--- src/rtl/pvc_pkg.sv ---
package pvc_pkg;
  localparam int CNT_W = 2;
  localparam logic [CNT_W-1:0] WEAK_TAKEN     = 2'b10;
  localparam logic [CNT_W-1:0] WEAK_NOT_TAKEN = 2'b01;

  // Strobes from a flow controller to its datapath.
  typedef struct packed {
    logic advance;   // all occupied stages move forward
    logic capture;   // first stage loads a new input beat
  } pvc_strobe_t;
endpackage

--- src/rtl/pvc_flow_ctrl.sv ---
module pvc_flow_ctrl
  import pvc_pkg::*;
#(
  parameter int DEPTH = 2
) (
  input  logic        clk,
  input  logic        rstN,
  input  logic        inValid,
  output logic        inReady,
  output logic        outValid,
  input  logic        outReady,
  output pvc_strobe_t strobe
);
  logic [DEPTH-1:0] stageValid;
  logic             moveOn;

  // The whole pipe moves unless the last stage holds a beat nobody takes.
  assign moveOn         = !stageValid[DEPTH-1] || outReady;
  assign inReady        = moveOn;
  assign outValid       = stageValid[DEPTH-1];
  assign strobe.advance = moveOn;
  assign strobe.capture = moveOn && inValid;

  always_ff @(posedge clk) begin
    if (!rstN) begin
      stageValid <= '0;
    end else if (moveOn) begin
      stageValid[0] <= inValid;
      for (int d = 1; d < DEPTH; d++) begin
        stageValid[d] <= stageValid[d-1];
      end
    end
  end
endmodule

--- src/rtl/pvc_vote_datapath.sv ---
module pvc_vote_datapath
  import pvc_pkg::*;
#(
  parameter int WORD_W = 128,
  parameter int GROUP  = 4
) (
  input  logic                       clk,
  input  logic                       rstN,
  input  pvc_strobe_t                strobe,
  input  logic [WORD_W-1:0]          inData,
  output logic [WORD_W/CNT_W/GROUP-1:0] votes
);
  localparam int CNT_N  = WORD_W / CNT_W;
  localparam int VOTES  = CNT_N / GROUP;
  localparam int SUM_W  = $clog2(GROUP) + 1;
  localparam int HALF   = GROUP / 2;

  logic [SUM_W-1:0] sumNext [VOTES];
  logic [SUM_W-1:0] sumQ    [VOTES];
  logic [VOTES-1:0] voteQ;

  for (genvar g = 0; g < VOTES; g++) begin : g_group
    // Stage 1: population count of the direction bits in this group.
    always_comb begin
      sumNext[g] = '0;
      for (int k = 0; k < GROUP; k++) begin
        sumNext[g] = sumNext[g] + SUM_W'(inData[CNT_W*(g*GROUP+k)+1]);
      end
    end

    always_ff @(posedge clk) begin
      if (!rstN) begin
        sumQ[g] <= '0;
      end else if (strobe.capture) begin
        sumQ[g] <= sumNext[g];
      end
    end

    // Stage 2: compare against half the group; a tie counts as taken.
    always_ff @(posedge clk) begin
      if (!rstN) begin
        voteQ[g] <= 1'b0;
      end else if (strobe.advance) begin
        voteQ[g] <= (sumQ[g] >= SUM_W'(HALF));
      end
    end
  end

  assign votes = voteQ;
endmodule

--- src/rtl/pvc_fill_datapath.sv ---
module pvc_fill_datapath
  import pvc_pkg::*;
#(
  parameter int WORD_W = 128,
  parameter int GROUP  = 4
) (
  input  logic                          clk,
  input  logic                          rstN,
  input  pvc_strobe_t                   strobe,
  input  logic [WORD_W/CNT_W/GROUP-1:0] votes,
  output logic [WORD_W-1:0]             outData
);
  localparam int CNT_N = WORD_W / CNT_W;

  logic [WORD_W-1:0] fillQ;

  for (genvar i = 0; i < CNT_N; i++) begin : g_cnt
    always_ff @(posedge clk) begin
      if (!rstN) begin
        fillQ[CNT_W*i +: CNT_W] <= WEAK_NOT_TAKEN;
      end else if (strobe.capture) begin
        fillQ[CNT_W*i +: CNT_W] <= votes[i/GROUP] ? WEAK_TAKEN : WEAK_NOT_TAKEN;
      end
    end
  end

  assign outData = fillQ;
endmodule

--- src/rtl/pred_vote_codec.sv ---
module pred_vote_codec
  import pvc_pkg::*;
#(
  parameter int WORD_W = 128,
  parameter int GROUP  = 4
) (
  input  logic                          clk,
  input  logic                          rstN,
  input  logic                          packInValid,
  output logic                          packInReady,
  input  logic [WORD_W-1:0]             packInData,
  output logic                          packOutValid,
  input  logic                          packOutReady,
  output logic [WORD_W/CNT_W/GROUP-1:0] packOutBits,
  input  logic                          unpackInValid,
  output logic                          unpackInReady,
  input  logic [WORD_W/CNT_W/GROUP-1:0] unpackInBits,
  output logic                          unpackOutValid,
  input  logic                          unpackOutReady,
  output logic [WORD_W-1:0]             unpackOutData
);
  // only the two supported ratios elaborate.
  if (GROUP != 4 && GROUP != 8) begin : g_bad_group
    $error("GROUP must be 4 or 8");
  end

  pvc_strobe_t packStrobe;
  pvc_strobe_t unpackStrobe;

  pvc_flow_ctrl #(.DEPTH(2)) u_pack_ctrl (
    .clk(clk), .rstN(rstN),
    .inValid(packInValid), .inReady(packInReady),
    .outValid(packOutValid), .outReady(packOutReady),
    .strobe(packStrobe)
  );

  pvc_vote_datapath #(.WORD_W(WORD_W), .GROUP(GROUP)) u_vote (
    .clk(clk), .rstN(rstN), .strobe(packStrobe),
    .inData(packInData), .votes(packOutBits)
  );

  pvc_flow_ctrl #(.DEPTH(1)) u_unpack_ctrl (
    .clk(clk), .rstN(rstN),
    .inValid(unpackInValid), .inReady(unpackInReady),
    .outValid(unpackOutValid), .outReady(unpackOutReady),
    .strobe(unpackStrobe)
  );

  pvc_fill_datapath #(.WORD_W(WORD_W), .GROUP(GROUP)) u_fill (
    .clk(clk), .rstN(rstN), .strobe(unpackStrobe),
    .votes(unpackInBits), .outData(unpackOutData)
  );
endmodule

--- config.mk ---
export PLATFORM = sky130hd
export DESIGN_NAME = pred_vote_codec
export DESIGN_NICKNAME = d
export VERILOG_FILES = /design/src/rtl/pvc_pkg.sv /design/src/rtl/pvc_flow_ctrl.sv /design/src/rtl/pvc_vote_datapath.sv /design/src/rtl/pvc_fill_datapath.sv /design/src/rtl/pred_vote_codec.sv
export SDC_FILE = /design/constraint.sdc
export NUM_CORES = 1
export LEC_CHECK = 0
export ABC_AREA = 1
export BUFFER_PORTS_ARGS = -buffer_cell sky130_fd_sc_hd__buf_4
export CAP_MARGIN = 0
export CELL_PAD_IN_SITES_DETAIL_PLACEMENT = 0
export CELL_PAD_IN_SITES_GLOBAL_PLACEMENT = 1
export CORE_MARGIN = 2
export CORE_UTILIZATION = 30
export CTS_BUF_LIST = sky130_fd_sc_hd__clkbuf_4 sky130_fd_sc_hd__clkbuf_8 sky130_fd_sc_hd__clkbuf_16
export CTS_CLUSTER_DIAMETER = 50
export DETAILED_ROUTE_END_ITERATION = 10
export MAX_ROUTING_LAYER = met4
export PLACE_DENSITY_LB_ADDON = 0.1
export SLEW_MARGIN = 15
export SYNTH_ARGS = -nofsm -noshare
export SYNTH_HDL_FRONTEND = slang
export SYNTH_SLANG_ARGS = --single-unit
--- constraint.sdc ---
create_clock -name clk -period 1.97 [get_ports clk]
set_clock_uncertainty 0.05 [all_clocks]
set_input_delay 0.394 -clock clk [delete_from_list [all_inputs] [get_ports clk]]
set_output_delay 0.394 -clock clk [all_outputs]
set_load 0.01 [all_outputs]
==> results_dict.tcl, run 1 <==
set metrics [dict create \
    setup_viol_count_final 0 \
    fin_cells 867 \
    overflow 0 \
    crit_path_max_incr_delay_ns 0.39 \
    synthesis.nets 718 \
    postCtsSetupBuffers 0 \
    critPathMaxFanout 35 \
    die_w_um 129 \
    power.leakage_uw 0.00328 \
    cp.arrival_ns 1.24 \
    powerDensity_nw_per_um2 794 \
    synthSimpleGateAreaFrac 0.163 \
    worst_slew_pin_slew_ns 0.409 \
    num_rows 45 \
    drv_slew 0 \
    hp-start "unpackInBits[11]" \
    final_common_cell "buf_4" \
    whs_endpoint "u_fill.outData[92]" \
    drc 0 \
    regToRegStartpoint "u_unpack_ctrl.outValid" \
    wire_per_inst_um 11.8 \
    cts_tree "done" \
    hold_class "primary input to flip-flop" \
    power_uw 4930 \
    synth_seq_cells 83 \
    io_buffer_count 233 \
    drt-initial-drc-count 106 \
    final_nets 849 \
    crit_required_ns 1.53 \
    crit_buf_inv 1 \
    syn2layout_area_growth_pct 31.8 \
    ys_types 18 \
    holdPathStages 4 \
    io_pins 298 \
    drive_above_1_share 0.413 \
    criticalPathCategory "flip-flop to primary output" \
    utilization 0.407 \
    clockBufferDepth 2 \
    grtUsageTotal 0.124 \
    synth_fa_ha_area_frac 0.129 \
    core_um2 15300 \
    grt_pass1_vias 3268 \
    synth_xor_xnor_area_share 0 \
    crit_chain "nand2_4 > buf_4" \
    finalSetupTns_ns 0 \
    clock_latency_ns 0.33 \
    slew_headroom 0.727 \
    period_needed_ns 1.69 \
    grt_max_degree 36 \
    crit_path_end_kind "primary output" \
    rsz0062_at_grt "false" \
    synthCells 520 \
    cts_buffers 9 \
    reg2reg_to "u_fill.outData[24]" \
    rrSetupSlack_ns 0.69 \
    rr_worst_depth 4 \
    syn-cell-area_um2 4710 \
    initial_core_util 0.309 \
    gp_congestion 0.663 \
    cts_resized 0 \
    avgSynthCellArea_um2 9.06 \
    synth_top_family_by_area "buffers and inverters" \
    grt_pass1_wl_mm 15.7 \
    status "finished clean" \
    finalHoldViolCount 0 \
    fin_crit_sh 0.856 \
    max-cap-violations 0 \
    layout_common_cells "buf_4 (235), nor2_1 (85), dfxtp_1 (51)" \
    dieArea_um2 16700 \
    clock-sinks 83 \
    cp_slowest_cell "dfxtp_1" \
    yosysSeqAreaShare 0.421 \
    cts_hold_buf 0 \
    synth.area.mux_share 0 \
    vias 3604 \
    critical_path.top_delay_family "flip-flops" \
    fmax_mhz 593 \
    grt_antenna_before_repair 0 \
    drtPass1Iterations 4 \
    yosys_warnings 0 \
    placed_cells 851 \
    viasPerCell 4.16 \
    ir_drop_mv 0.379 \
    root_buffer "clkbuf_16" \
    htree_levels 3 \
    die_y_um 129 \
    routed_wl_mm 10.3 \
    hpwl_mm 7.68 \
    start_kind "flip-flop" \
    synth_compound_area_frac 0.0569 \
    clk_pin_slew_ns 0.06 \
    detail-route-antenna-nets 0 \
    antenna-diode-count 0 \
]
[where the power goes]
part           switching [uW]  internal, uW  total, uW
Clock                     649          1200       1850
Sequential               98.6          1930       2030
Combinational             487           569       1060
[worst max path at each step]
stage | startpoint | to | slack (ns) | cells past startpoint
final | u_unpack_ctrl.outValid | unpackInReady | 0.28 | 2
after global routing | u_unpack_ctrl.outValid | unpackInReady | 0.19 | 2
after CTS | u_unpack_ctrl.outValid | unpackInReady | 0.25 | 2
after detailed placement | packInData[105] | u_vote.sumQ[1][16] | 0.03 | 7
after global placement | packInData[105] | u_vote.sumQ[1][16] | 0.04 | 7
after floorplan | packOutReady | u_vote.sumQ[0][10] | 0.12 | 5
[layout make-up]
cell class                      instances  area (um^2)
Tap cell                              211          264
Inverter                               52          195
Timing Repair Buffer                  236         1780
Sequential cell                        83         1980
Multi-Input combinational cell        269         1640
Fill cell                            1549         9050
Clock inverter                          2         37.5
Clock buffer                           14          304
[worst min-delay path, cell delays in order]
cell and delay, ns:
buf_4 0.07, inv_1 0.03, nand3_1 0.08, nand3_1 0.07
[synthesized netlist by cell type]
| cell type | count | area [um^2] |
|---|---|---|
| nand2_1 | 41 | 154 |
| fa_1 | 1 | 20.0 |
| ha_1 | 47 | 588 |
| buf_2 | 7 | 35.0 |
| a21o_1 | 15 | 113 |
| inv_2 | 2 | 7.51 |
| a21oi_1 | 17 | 85.1 |
| nand3_4 | 1 | 17.5 |
| buf_6 | 10 | 113 |
| nand3_1 | 32 | 160 |
| o21ai_0 | 14 | 70.1 |
| buf_4 | 99 | 743 |
| dfxtp_1 | 51 | 1020 |
| edfxtp_1 | 32 | 961 |
| nand2_4 | 3 | 33.8 |
| inv_1 | 50 | 188 |
| or2_2 | 13 | 81.3 |
| nor2_1 | 85 | 319 |
[stage by stage]
step	hold slack (ns)	cell area (um^2)	setup slack, ns
after floorplan	0.386	4710	0.121
after global placement	0.396	5870	0.0419
after detailed placement	0.401	5870	0.0314
after CTS	0.307	6210	0.247
after global routing	0.328	6210	0.194
final	0.318	6210	0.283
[routing by layer]
layer | vias to the layer above | GRT usage | wire length (um)
met1 | 1624 | 0.134 | 4130
met2 | 145 | 0.218 | 5180
met5 | - | - | 0
met3 | 9 | 0.0380 | 852
li1 | 1826 | - | -
met4 | 0 | 0.0403 | 93
[kinds of logic (layout without fill, tap and decap cells)]
kind of cell    after synthesis  after routing
flops                        83             83
compound gates               46             46
fa+ha+maj                    48             48
buf+inv                     168            304
simple gates                175            175
[registers in the layout, indices dropped and copies added (netlist names)]
name / flops
u_unpack_ctrl.outValid: 1
u_pack_ctrl.stageValid: 2
u_vote.votes: 16
u_fill.outData: 32
u_vote.sumQ: 32
(Power assumes the default switching activity.)
==> run 2: changes to the inputs <==
--- a/config.mk
+++ b/config.mk
@@ -5,7 +5,6 @@
 export SDC_FILE = /design/constraint.sdc
 export NUM_CORES = 1
 export LEC_CHECK = 0
-export ABC_AREA = 1
 export BUFFER_PORTS_ARGS = -buffer_cell sky130_fd_sc_hd__buf_4
 export CAP_MARGIN = 0
 export CELL_PAD_IN_SITES_DETAIL_PLACEMENT = 0
==> run 2 against run 1 <==
Against the previous run: final cell count is 14% lower; count of clock-buffer cells in the layout decreased by 4; total power shrank 1.7%; core utilization up 0.60 points; clock power is 5% higher; sequential cell count is the same; first-iteration DRC count down 3.8%; critical endpoint is now packInReady.
==> results_dict.tcl, run 2 <==
set metrics [dict create \
    status "finished clean" \
    antenna-diode-count 0 \
    hold_slack_ns 0.286 \
    ir_drop_mv 0.441 \
    postCtsSetupBuffers 0 \
    crit_path_frequent_cell "buf_4" \
    crit_required_ns 1.53 \
    synth_edf_count 32 \
    grt_pass1_wl_mm 15.7 \
    synth_seq_cells 83 \
    hp-start "unpackInBits[5]" \
    drc 0 \
    crit_chain "nor2b_4 > inv_6 > buf_4 > buf_4" \
    dieArea_um2 16000 \
    routed_wl_mm 10.2 \
    max-cap-violations 0 \
    synth_most_common_cell "buf_4" \
    synth-main-ff-cell "dfxtp_1" \
    overflow 0 \
    cts_hold_buf 0 \
    grt_max_degree 33 \
    grt_pass1_vias 3087 \
    drtPass1Iterations 4 \
    detail-route-antenna-nets 0 \
    grtUsageTotal 0.128 \
    finalHoldViolCount 0 \
    drv_slew 0 \
    synthArstFlopShare 0 \
    initial_core_util 0.309 \
    cp.arrival_ns 1.25 \
    rr_worst_depth 5 \
    regToRegStartpoint "u_pack_ctrl.stageValid[1]" \
    wire_per_inst_um 13.7 \
    fin_crit_sh 0.858 \
    drive_above_1_share 0.503 \
    slew_headroom 0.733 \
    critPathMaxFanout 12 \
    crit_path_end_kind "primary output" \
    die_w_um 127 \
    synth_largest_area_cell "dfxtp_1" \
    cts_resized 0 \
    cp_slowest_cell "dfxtp_1" \
    criticalPathCategory "flip-flop to primary output" \
    power_uw 4850 \
    rrSetupSlack_ns 0.43 \
    switching_share 0.237 \
    powerDensity_nw_per_um2 804 \
    holdPathStages 3 \
    fmax_mhz 592 \
    synth_top_area_share 0.227 \
    clk_pin_slew_ns 0.06 \
    p_int_uw 3700 \
    yosysSeqAreaShare 0.440 \
    io_pins 298 \
    multi_input_area_um2 1650 \
    grt_antenna_before_repair 0 \
    crit_path_max_incr_delay_ns 0.33 \
    combinationalPowerShare 0.185 \
    io_buffer_count 233 \
    synthCells 420 \
    htree_levels 3 \
    worst_slew_pin_slew_ns 0.400 \
    cts_buffers 9 \
    cts_tree "done" \
    finalSetupTns_ns 0 \
    reg2reg_to "u_vote.sumQ[1][20]" \
    crit_buf_inv 3 \
    hpwl_mm 7.61 \
    power_frac_seq 0.414 \
    num_rows 44 \
    clock-sinks 83 \
    final_common_cell "buf_4" \
    whs_endpoint "u_fill.outData[43]" \
    critical_path.top_delay_family "buffers and inverters" \
    switching_power_uw 1150 \
    syn2layout_area_growth_pct 33.7 \
    drt-initial-drc-count 102 \
    rsz0062_at_grt "false" \
    viasPerCell 4.39 \
    power.leakage_uw 0.00295 \
    clock_latency_ns 0.33 \
    syn-cell-area_um2 4510 \
    clockBufferDepth 2 \
    gp_congestion 0.700 \
    hold_class "primary input to flip-flop" \
    post_dp_cell_area_um2 5670 \
    root_buffer "clkbuf_16" \
    final_nets 752 \
    avgSynthCellArea_um2 10.7 \
    core_um2 14600 \
    yosys_warnings 0 \
    period_needed_ns 1.69 \
    seq_area_um2 1980 \
    die_y_um 127 \
    p_clk_frac 0.401 \
    yosys-top-cells-area "dfxtp_1 (23%), edfxtp_1 (21%), buf_4 (16%)" \
    setup_viol_count_final 0 \
    final_cell_area_um2 6020 \
    yosys-top-cells-count "buf_4 (97), dfxtp_1 (51), ha_1 (47)" \
    layout_common_cells "buf_4 (239), dfxtp_1 (51), ha_1 (47)" \
    start_kind "flip-flop" \
    vias 3265 \
    ys_types 26 \
    synthesis.nets 618 \
    nFillCells 1416 \
]
run 2: worst max-delay path by stage:
stage,startpoint,endpoint,slack [ns],depth (start not counted)
after global placement,packInData[41],u_vote.sumQ[0][16],0.01,6
final,u_pack_ctrl.stageValid[1],packInReady,0.28,4
after global routing,u_pack_ctrl.stageValid[1],packInReady,0.21,4
after CTS,u_pack_ctrl.stageValid[1],packInReady,0.25,4
after floorplan,packInData[41],u_vote.sumQ[0][16],0.19,5
after detailed placement,packInData[89],u_vote.sumQ[1][10],0.02,6
run 2: worst min-delay path, cell delays in order:
cell     delay, ns
buf_4         0.07
nand4_1       0.08
o21ai_0       0.08
run 2: metal layers:
layer | share of wire | GRT usage | vias up
li1 | - | - | 1636
met1 | 0.40 | 0.142 | 1473
met2 | 0.51 | 0.222 | 147
met3 | 0.082 | 0.0304 | 9
met4 | 0.013 | 0.0465 | 0
met5 | 0 | - | -
run 2: cells by family after synthesis:
family                   count (synthesis)  synth area share
buffers and inverters                  119             0.194
flip-flops                              83             0.440
AND/OR/NAND/NOR                        121             0.155
adder cells (fa/ha/maj)                 48             0.135
AO/OA/AOI/OAI                           49            0.0761
run 2: layout make-up:
type                            instances  area share
Timing Repair Buffer                  239       0.298
Tap cell                              184      0.0382
Clock inverter                          6      0.0185
Sequential cell                        83       0.329
Inverter                                3     0.00270
Multi-Input combinational cell        218       0.274
Clock buffer                           10      0.0397
run 2: power by group through the flow:
stage	clock network, uW	logic, uW	registers (uW)
after floorplan	0	544	2060
after global placement	0	909	2040
after detailed placement	0	914	2050
after CTS	2010	920	2010
after global routing	2070	998	2030
final	1940	897	2010
run 2: through the flow:
| step | setup slack [ns] | util | std cells |
|---|---|---|---|
| global placement | 0.0135 | 0.389 | 727 |
| finish | 0.280 | 0.413 | 743 |
| detailed placement | 0.0155 | 0.389 | 727 |
| global route | 0.214 | 0.413 | 743 |
| CTS | 0.245 | 0.413 | 743 |
| floorplan | 0.187 | - | 420 |
